==> src/rtl/nst_pkg.sv <==
package nst_pkg;

  // Field positions inside the timing word (a software neighbour packs them)
  localparam int WR_LO_LSB = 0;
  localparam int WR_HI_LSB = 4;
  localparam int RD_LO_LSB = 8;
  localparam int RD_HI_LSB = 12;
  localparam int TURN_LSB  = 16;
  localparam int BUSY_LSB  = 19;
  localparam int LEAD_LSB  = 24;

  localparam int STROBE_W = 4;
  localparam int TURN_W   = 3;
  localparam int BUSY_W   = 5;
  localparam int LEAD_W   = 2;

  // Highest bit used plus one
  localparam int USED_W = LEAD_LSB + LEAD_W;
  // The phase counter must hold the widest field
  localparam int CNT_W  = BUSY_W;

  typedef struct packed {
    logic [STROBE_W-1:0] wr_lo;
    logic [STROBE_W-1:0] wr_hi;
    logic [STROBE_W-1:0] rd_lo;
    logic [STROBE_W-1:0] rd_hi;
    logic [TURN_W-1:0]   turn;
    logic [BUSY_W-1:0]   busy;
    logic [LEAD_W-1:0]   lead;
  } nst_timing_t;

  typedef enum logic [2:0] {
    PH_IDLE  = 3'd0,
    PH_LEAD  = 3'd1,
    PH_TURN  = 3'd2,
    PH_LOW   = 3'd3,
    PH_HIGH  = 3'd4,
    PH_BWAIT = 3'd5,
    PH_BPOLL = 3'd6
  } nst_phase_e;

endpackage

==> src/rtl/nst_cfg_decode.sv <==
module nst_cfg_decode
  import nst_pkg::*;
#(
  parameter int CFG_W = 32
) (
  input  logic [CFG_W-1:0] cfg_word,
  output nst_timing_t      tim
);

  assign tim.wr_lo = cfg_word[WR_LO_LSB +: STROBE_W];
  assign tim.wr_hi = cfg_word[WR_HI_LSB +: STROBE_W];
  assign tim.rd_lo = cfg_word[RD_LO_LSB +: STROBE_W];
  assign tim.rd_hi = cfg_word[RD_HI_LSB +: STROBE_W];
  assign tim.turn  = cfg_word[TURN_LSB  +: TURN_W];
  assign tim.busy  = cfg_word[BUSY_LSB  +: BUSY_W];
  assign tim.lead  = cfg_word[LEAD_LSB  +: LEAD_W];

  // Spare upper bits carry no timing
  generate
    if (CFG_W > USED_W) begin : g_spare
      logic spare_unused;
      assign spare_unused = ^cfg_word[CFG_W-1:USED_W];
    end
  endgenerate

endmodule

==> src/rtl/nst_phase_ctrl.sv <==
module nst_phase_ctrl
  import nst_pkg::*;
(
  input  logic        clk,
  input  logic        rst_n,
  input  nst_timing_t tim,
  input  logic        req_valid,
  input  logic        req_dir,
  input  logic        req_busy,
  input  logic        op_end,
  input  logic        rb_ready,
  output nst_phase_e  phase,
  output logic        cur_dir,
  output logic        ce_active,
  output logic        accept,
  output logic        req_ready,
  output logic        low_last,
  output logic        xfer_done
);

  nst_phase_e       phase_q, phase_d;
  logic [CNT_W-1:0] cnt_q, cnt_d;
  logic             dir_q, dir_d;
  logic             busy_q, busy_d;
  logic             ce_q, ce_d;
  logic             prev_dir_q, prev_dir_d;
  logic             have_prev_q, have_prev_d;
  logic             done_q, done_d;
  logic             cnt_zero;
  logic [CNT_W-1:0] cnt_dec;
  logic             gap_new, gap_cur;

  function automatic logic [CNT_W-1:0] low_count(input nst_timing_t t, input logic rd);
    return rd ? CNT_W'(t.rd_lo) : CNT_W'(t.wr_lo);
  endfunction

  function automatic logic [CNT_W-1:0] high_count(input nst_timing_t t, input logic rd);
    return rd ? CNT_W'(t.rd_hi) : CNT_W'(t.wr_hi);
  endfunction

  assign cnt_zero  = (cnt_q == '0);
  assign cnt_dec   = cnt_q - 1'b1;
  assign gap_new   = have_prev_q && (prev_dir_q != req_dir);
  assign gap_cur   = have_prev_q && (prev_dir_q != dir_q);
  assign req_ready = (phase_q == PH_IDLE) && !op_end;
  assign accept    = req_ready && req_valid;

  always_comb begin
    phase_d     = phase_q;
    cnt_d       = cnt_q;
    dir_d       = dir_q;
    busy_d      = busy_q;
    ce_d        = ce_q;
    prev_dir_d  = prev_dir_q;
    have_prev_d = have_prev_q;
    done_d      = 1'b0;
    unique case (phase_q)
      PH_IDLE: begin
        if (op_end) begin
          ce_d = 1'b0;
        end else if (req_valid) begin
          dir_d  = req_dir;
          busy_d = req_busy;
          ce_d   = 1'b1;
          if (!ce_q) begin
            phase_d = PH_LEAD;
            cnt_d   = CNT_W'(tim.lead);
          end else if (gap_new) begin
            phase_d = PH_TURN;
            cnt_d   = CNT_W'(tim.turn);
          end else begin
            phase_d = PH_LOW;
            cnt_d   = low_count(tim, req_dir);
          end
        end
      end
      PH_LEAD: begin
        if (!cnt_zero) begin
          cnt_d = cnt_dec;
        end else if (gap_cur) begin
          phase_d = PH_TURN;
          cnt_d   = CNT_W'(tim.turn);
        end else begin
          phase_d = PH_LOW;
          cnt_d   = low_count(tim, dir_q);
        end
      end
      PH_TURN: begin
        if (!cnt_zero) begin
          cnt_d = cnt_dec;
        end else begin
          phase_d = PH_LOW;
          cnt_d   = low_count(tim, dir_q);
        end
      end
      PH_LOW: begin
        if (!cnt_zero) begin
          cnt_d = cnt_dec;
        end else begin
          phase_d = PH_HIGH;
          cnt_d   = high_count(tim, dir_q);
        end
      end
      PH_HIGH: begin
        if (!cnt_zero) begin
          cnt_d = cnt_dec;
        end else begin
          prev_dir_d  = dir_q;
          have_prev_d = 1'b1;
          if (busy_q) begin
            phase_d = PH_BWAIT;
            cnt_d   = CNT_W'(tim.busy);
          end else begin
            phase_d = PH_IDLE;
            done_d  = 1'b1;
          end
        end
      end
      PH_BWAIT: begin
        if (!cnt_zero) begin
          cnt_d = cnt_dec;
        end else begin
          phase_d = PH_BPOLL;
        end
      end
      PH_BPOLL: begin
        if (rb_ready) begin
          phase_d = PH_IDLE;
          done_d  = 1'b1;
        end
      end
      default: phase_d = PH_IDLE;
    endcase
  end

  always_ff @(posedge clk or negedge rst_n) begin
    if (!rst_n) begin
      phase_q     <= PH_IDLE;
      cnt_q       <= '0;
      dir_q       <= 1'b0;
      busy_q      <= 1'b0;
      ce_q        <= 1'b0;
      prev_dir_q  <= 1'b0;
      have_prev_q <= 1'b0;
      done_q      <= 1'b0;
    end else begin
      phase_q     <= phase_d;
      cnt_q       <= cnt_d;
      dir_q       <= dir_d;
      busy_q      <= busy_d;
      ce_q        <= ce_d;
      prev_dir_q  <= prev_dir_d;
      have_prev_q <= have_prev_d;
      done_q      <= done_d;
    end
  end

  assign phase     = phase_q;
  assign cur_dir   = dir_q;
  assign ce_active = ce_q;
  assign low_last  = (phase_q == PH_LOW) && cnt_zero;
  assign xfer_done = done_q;

endmodule

==> src/rtl/nst_pad_drive.sv <==
module nst_pad_drive
  import nst_pkg::*;
#(
  parameter int DATA_W = 8
) (
  input  logic              clk,
  input  logic              rst_n,
  input  nst_phase_e        phase,
  input  logic              cur_dir,
  input  logic              ce_active,
  input  logic              accept,
  input  logic              low_last,
  input  logic [DATA_W-1:0] wdata,
  input  logic [DATA_W-1:0] dq_in,
  output logic              ce_n,
  output logic              we_n,
  output logic              re_n,
  output logic              dq_oe,
  output logic [DATA_W-1:0] dq_out,
  output logic [DATA_W-1:0] rd_data
);

  logic [DATA_W-1:0] wdata_q, wdata_d;
  logic [DATA_W-1:0] rdata_q, rdata_d;
  logic              wdata_en, rdata_en;
  logic              in_low, in_strobe;

  assign wdata_en  = accept;
  assign rdata_en  = low_last && cur_dir;
  assign wdata_d   = wdata;
  assign rdata_d   = dq_in;

  always_ff @(posedge clk or negedge rst_n) begin
    if (!rst_n) begin
      wdata_q <= '0;
    end else if (wdata_en) begin
      wdata_q <= wdata_d;
    end
  end

  always_ff @(posedge clk or negedge rst_n) begin
    if (!rst_n) begin
      rdata_q <= '0;
    end else if (rdata_en) begin
      rdata_q <= rdata_d;
    end
  end

  assign in_low    = (phase == PH_LOW);
  assign in_strobe = in_low || (phase == PH_HIGH);

  assign ce_n    = !ce_active;
  assign we_n    = !(in_low && !cur_dir);
  assign re_n    = !(in_low && cur_dir);
  assign dq_oe   = in_strobe && !cur_dir;
  assign dq_out  = wdata_q;
  assign rd_data = rdata_q;

endmodule

==> src/rtl/nand_strobe_gen.sv <==
module nand_strobe_gen
  import nst_pkg::*;
#(
  parameter int DATA_W = 8,
  parameter int CFG_W  = 32
) (
  input  logic              clk,
  input  logic              rst_n,
  input  logic [CFG_W-1:0]  cfg_word,
  input  logic              req_valid,
  input  logic              req_dir,
  input  logic              req_busy,
  input  logic [DATA_W-1:0] req_wdata,
  input  logic              op_end,
  output logic              req_ready,
  output logic              xfer_done,
  output logic [DATA_W-1:0] rd_data,
  output logic              nand_ce_n,
  output logic              nand_we_n,
  output logic              nand_re_n,
  output logic [DATA_W-1:0] nand_dq_out,
  output logic              nand_dq_oe,
  input  logic [DATA_W-1:0] nand_dq_in,
  input  logic              nand_rb
);

  localparam int SYNC_STAGES = 2;

  logic [SYNC_STAGES-1:0] rst_sync_q;
  logic                   rst_int_n;
  nst_timing_t            tim;
  nst_phase_e             phase;
  logic                   cur_dir, ce_active, accept, low_last;

  // Reset asserts at once and leaves on a clock edge
  always_ff @(posedge clk or negedge rst_n) begin
    if (!rst_n) begin
      rst_sync_q <= '0;
    end else begin
      rst_sync_q <= {rst_sync_q[SYNC_STAGES-2:0], 1'b1};
    end
  end
  assign rst_int_n = rst_sync_q[SYNC_STAGES-1];

  nst_cfg_decode #(.CFG_W(CFG_W)) u_decode (
    .cfg_word (cfg_word),
    .tim      (tim)
  );

  nst_phase_ctrl u_ctrl (
    .clk       (clk),
    .rst_n     (rst_int_n),
    .tim       (tim),
    .req_valid (req_valid),
    .req_dir   (req_dir),
    .req_busy  (req_busy),
    .op_end    (op_end),
    .rb_ready  (nand_rb),
    .phase     (phase),
    .cur_dir   (cur_dir),
    .ce_active (ce_active),
    .accept    (accept),
    .req_ready (req_ready),
    .low_last  (low_last),
    .xfer_done (xfer_done)
  );

  nst_pad_drive #(.DATA_W(DATA_W)) u_pads (
    .clk       (clk),
    .rst_n     (rst_int_n),
    .phase     (phase),
    .cur_dir   (cur_dir),
    .ce_active (ce_active),
    .accept    (accept),
    .low_last  (low_last),
    .wdata     (req_wdata),
    .dq_in     (nand_dq_in),
    .ce_n      (nand_ce_n),
    .we_n      (nand_we_n),
    .re_n      (nand_re_n),
    .dq_oe     (nand_dq_oe),
    .dq_out    (nand_dq_out),
    .rd_data   (rd_data)
  );

endmodule

==> config.mk <==
export PLATFORM = sky130hd
export DESIGN_NAME = nand_strobe_gen
export DESIGN_NICKNAME = d
export VERILOG_FILES = /design/src/rtl/nst_pkg.sv /design/src/rtl/nst_cfg_decode.sv /design/src/rtl/nst_phase_ctrl.sv /design/src/rtl/nst_pad_drive.sv /design/src/rtl/nand_strobe_gen.sv
export SDC_FILE = /design/constraint.sdc
export NUM_CORES = 1
export LEC_CHECK = 0
export CAP_MARGIN = 10
export CORE_MARGIN = 2
export CORE_UTILIZATION = 45
export CTS_CLUSTER_SIZE = 24
export DETAILED_ROUTE_END_ITERATION = 10
export GPL_ROUTABILITY_DRIVEN = 0
export GPL_TIMING_DRIVEN = 0
export PLACE_DENSITY = 0.8
export SLEW_MARGIN = 20
export SYNTH_ARGS = -nofsm -noshare
export SYNTH_HDL_FRONTEND = slang
export SYNTH_SLANG_ARGS = --single-unit
export TNS_END_PERCENT = 30
==> constraint.sdc <==
create_clock -name clk -period 2.02 [get_ports clk]
set_clock_uncertainty 0.2 [all_clocks]
set_input_delay 0.404 -clock clk [delete_from_list [all_inputs] [get_ports clk]]
set_output_delay 0.404 -clock clk [all_outputs]
set_load 0.02 [all_outputs]
==> impl_metrics.ini <==
[status]
status = finished with violations
violations = negative setup slack

[synthesis]
synth_top_family_by_area = compound AO/OA/AOI/OAI gates
synth_enable_flop_cells = 0
synth.net_count = 292
yosys_warnings = 0
synth_adder_area_share_pct = 1.16
synth_cells = 235
synth_xor_area_share_pct = 1.22
synth_seq_cells = 32
yosysTopAreaCell = dfrtp_1
synthDistinctLibCells = 50
synth_async_sr_flop_share_pct = 100
yosys-mux-area-fraction_pct = 15.9
synth_compound_area_share_pct = 22.6
synth.area.top_cells = dfrtp_1 (37%), mux2_2 (9.9%), a21oi_1 (4.9%)
synthSimpleGateAreaFrac_pct = 16.9
syn_avg_cell_area_sq_um = 9.19
synth_top_area_share_pct = 37.1
synthFlopType = dfrtp_1
synth_common_cells = dfrtp_1 (32), a21oi_1 (21), nor2_1 (20), o21ai_0 (20), mux2_2 (19)
yosysSeqAreaShare_pct = 37.1
syn_area_sq_mm = 0.00216
yosysMostFrequentCell = dfrtp_1

[cells_and_area]
fin_util_pct = 72.0
seqCellArea_sq_um = 805
final_cells = 380
drive_above_1_share_pct = 28.5
diodes = 0
multiInputGateArea_sq_mm = 0.00142
fillerInstances = 336
fin_nets = 382
area_growth_pct = 55.4

[run]
maxCapViolations = 0

[grt]
grt.total_usage_pct = 25.4
first_global_vias = 2166
antenna_found_initial = 0
grt_pass1_wl_microns = 10400
grt_overflow = 0
grt_max_degree = 31

[worst_setup_path]
path_class = reg -> reg
crit_arrival_ns = 2.14
crit_path_max_fanout = 4
start_kind = flip-flop
required_ns = 1.98
setup.worst_path.end_class = flip-flop

[placement]
port_buffers = 69
post-dp-hpwl_microns = 4390
dpl.cell_count = 358

[cts]
h-tree-depth = 2
cts.hold.buffers_added = 0
clk_pin_slew_ns = 0.07
insertion_delay_ns = 0.29
cts-root-buf = clkbuf_8
clk_path_buf_depth = 2
cts_buffers = 5
numClockSinks = 32
cts_tree = done

[timing]
finalHoldViolations = 0
rsz0062_at_grt = yes
slew_headroom_pct = 56.0
fin_crit_ns = 2.18
min_period_over_period_pct = 108
worst_slew_pin_slew_ns = 0.660
fin_tns_setup_ns = -1.45
slew_violations = 0
max_freq_ghz = 0.459
finalSetupViolCount = 16
setup_slack_ns = -0.158

[detailed_routing]
via_per_inst = 5.89
dr.pass1.iters = 6
wl_per_cell_microns = 17.0
routed_wl_microns = 6460
vias = 2237
antenna_left = 0
drt_iter0_drc = 189
drc_errors = 0

[min_path]
hold_class = in -> async

[power_and_ir_drop]
powerDensity_mw_per_mm2 = 1480
peakVddDrop_uv = 918
leakage_nw = 1.37

[floorplan]
pin_count = 77
start_util_pct = 46.3
die-area_sq_mm = 0.00537
fp.dieW_microns = 73.3
core-area_sq_mm = 0.00466
row_count = 25
die_h_microns = 73.3
## cell families (layout without fill, tap and decap cells)
family	Yosys count	after routing
AOI/OAI and AO/OA	74	74
and+or+nand+nor	70	70
DFF	32	32
muxes	29	29
buffers and inverters	24	115
xor gates and xnor gates	3	3
adders and majority gates	2	2
other	1	1
## area by class of cell
type                    count  area share (%)
flip-flops and latches     32            24.0
multi-input cells         179            42.4
inverters                   7           0.783
plain buffers              13            2.50
well taps                  54            2.01
clock buffers               6            2.16
repair buffers             87            25.1
clock inverters             2            1.04
## flip-flops by register name, indices dropped and copies added (netlist names)
name / flops
u_ctrl.prev_dir_q: 1
u_pads.dq_out: 8
u_pads.rd_data: 8
u_ctrl.phase: 3
u_ctrl.xfer_done: 1
u_ctrl.ce_active: 1
u_ctrl.busy_q: 1
u_ctrl.cur_dir: 1
u_ctrl.have_prev_q: 1
rst_sync_q: 2
u_ctrl.cnt_q: 5
## final timing paths
path	start	endpoint	slack [ns]	cells past startpoint
min	rst_n	rst_sync_q[0]	0.07	1
max in group asynchronous	rst_sync_q[1]	u_ctrl.phase[2]	1.04	0
max reg2reg	u_ctrl.cnt_q[0]	u_ctrl.cnt_q[2]	-0.16	8
max	u_ctrl.cnt_q[0]	u_ctrl.cnt_q[2]	-0.16	8
min in group clk	rst_sync_q[0]	rst_sync_q[1]	0.16	0
min reg2reg	rst_sync_q[1]	u_pads.dq_out[4]	0.10	0
## layer usage
metal	track usage, %	up-vias	part of all wire (%)
li1	-	1039	-
met2	39.6	123	48
met1	34.2	1054	42
met4	8.44	0	1.8
met3	6.86	21	8.2
met5	0	-	0
## through the flow
step / total power [mW] / worst slack, ns / cell area, sq um / hold slack, ns
2_1_floorplan: 2.85 / -0.146 / 2180 / -0.0916
3_3_place_gp: 3.62 / -0.413 / 2940 / 0.137
6_report: 4.98 / -0.158 / 3360 / 0.0724
4_1_cts: 4.76 / -0.116 / 3300 / 0.0701
5_1_grt: 5.26 / -0.226 / 3360 / 0.0664
3_5_place_dp: 3.68 / -0.435 / 2940 / 0.126
## power breakdown
part           total, mW  internal (mW)  switching [mW]
combinational       3.24           1.56            1.68
sequential          1.12          0.875           0.244
clock              0.618          0.366           0.252
## worst max-delay path: stages (launching register included)
cell,delay (ns)
dfrtp_1,0.39
inv_2,0.07
ha_4,0.13
or4b_4,0.52
buf_8,0.17
o31ai_4,0.17
nand3_2,0.14
a21oi_2,0.18
o22ai_1,0.08
## layout by cell type (no fill, tap or decap), types with 3 or more instances in the layout
| master | instances |
|---|---|
| a2111oi_2 | 3 |
| buf_2 | 3 |
| a21oi_1 | 18 |
| nand2_1 | 15 |
| nand3_1 | 3 |
| buf_4 | 16 |
| o21ai_0 | 14 |
| clkbuf_2 | 6 |
| clkbuf_1 | 4 |
| a31oi_1 | 3 |
| nor2b_1 | 4 |
| buf_6 | 4 |
| mux2i_1 | 7 |
| clkbuf_8 | 5 |
| mux2_4 | 8 |
| o22ai_1 | 4 |
| clkdlybuf4s50_1 | 64 |
| mux2_2 | 11 |
| inv_1 | 5 |
| nor2_1 | 18 |
| a22oi_1 | 3 |
| nand2b_1 | 10 |
| dfrtp_2 | 3 |
| dfrtp_1 | 29 |
| nor3b_1 | 3 |
| o21ai_1 | 5 |
| a21oi_2 | 4 |
## what timing repair did
action	CTS	global route
setup buffers	16	2
endpoints found under the setup margin	23	21
gates resized for setup	60	17
pin swaps	8	6
(Power assumes the default switching activity.)
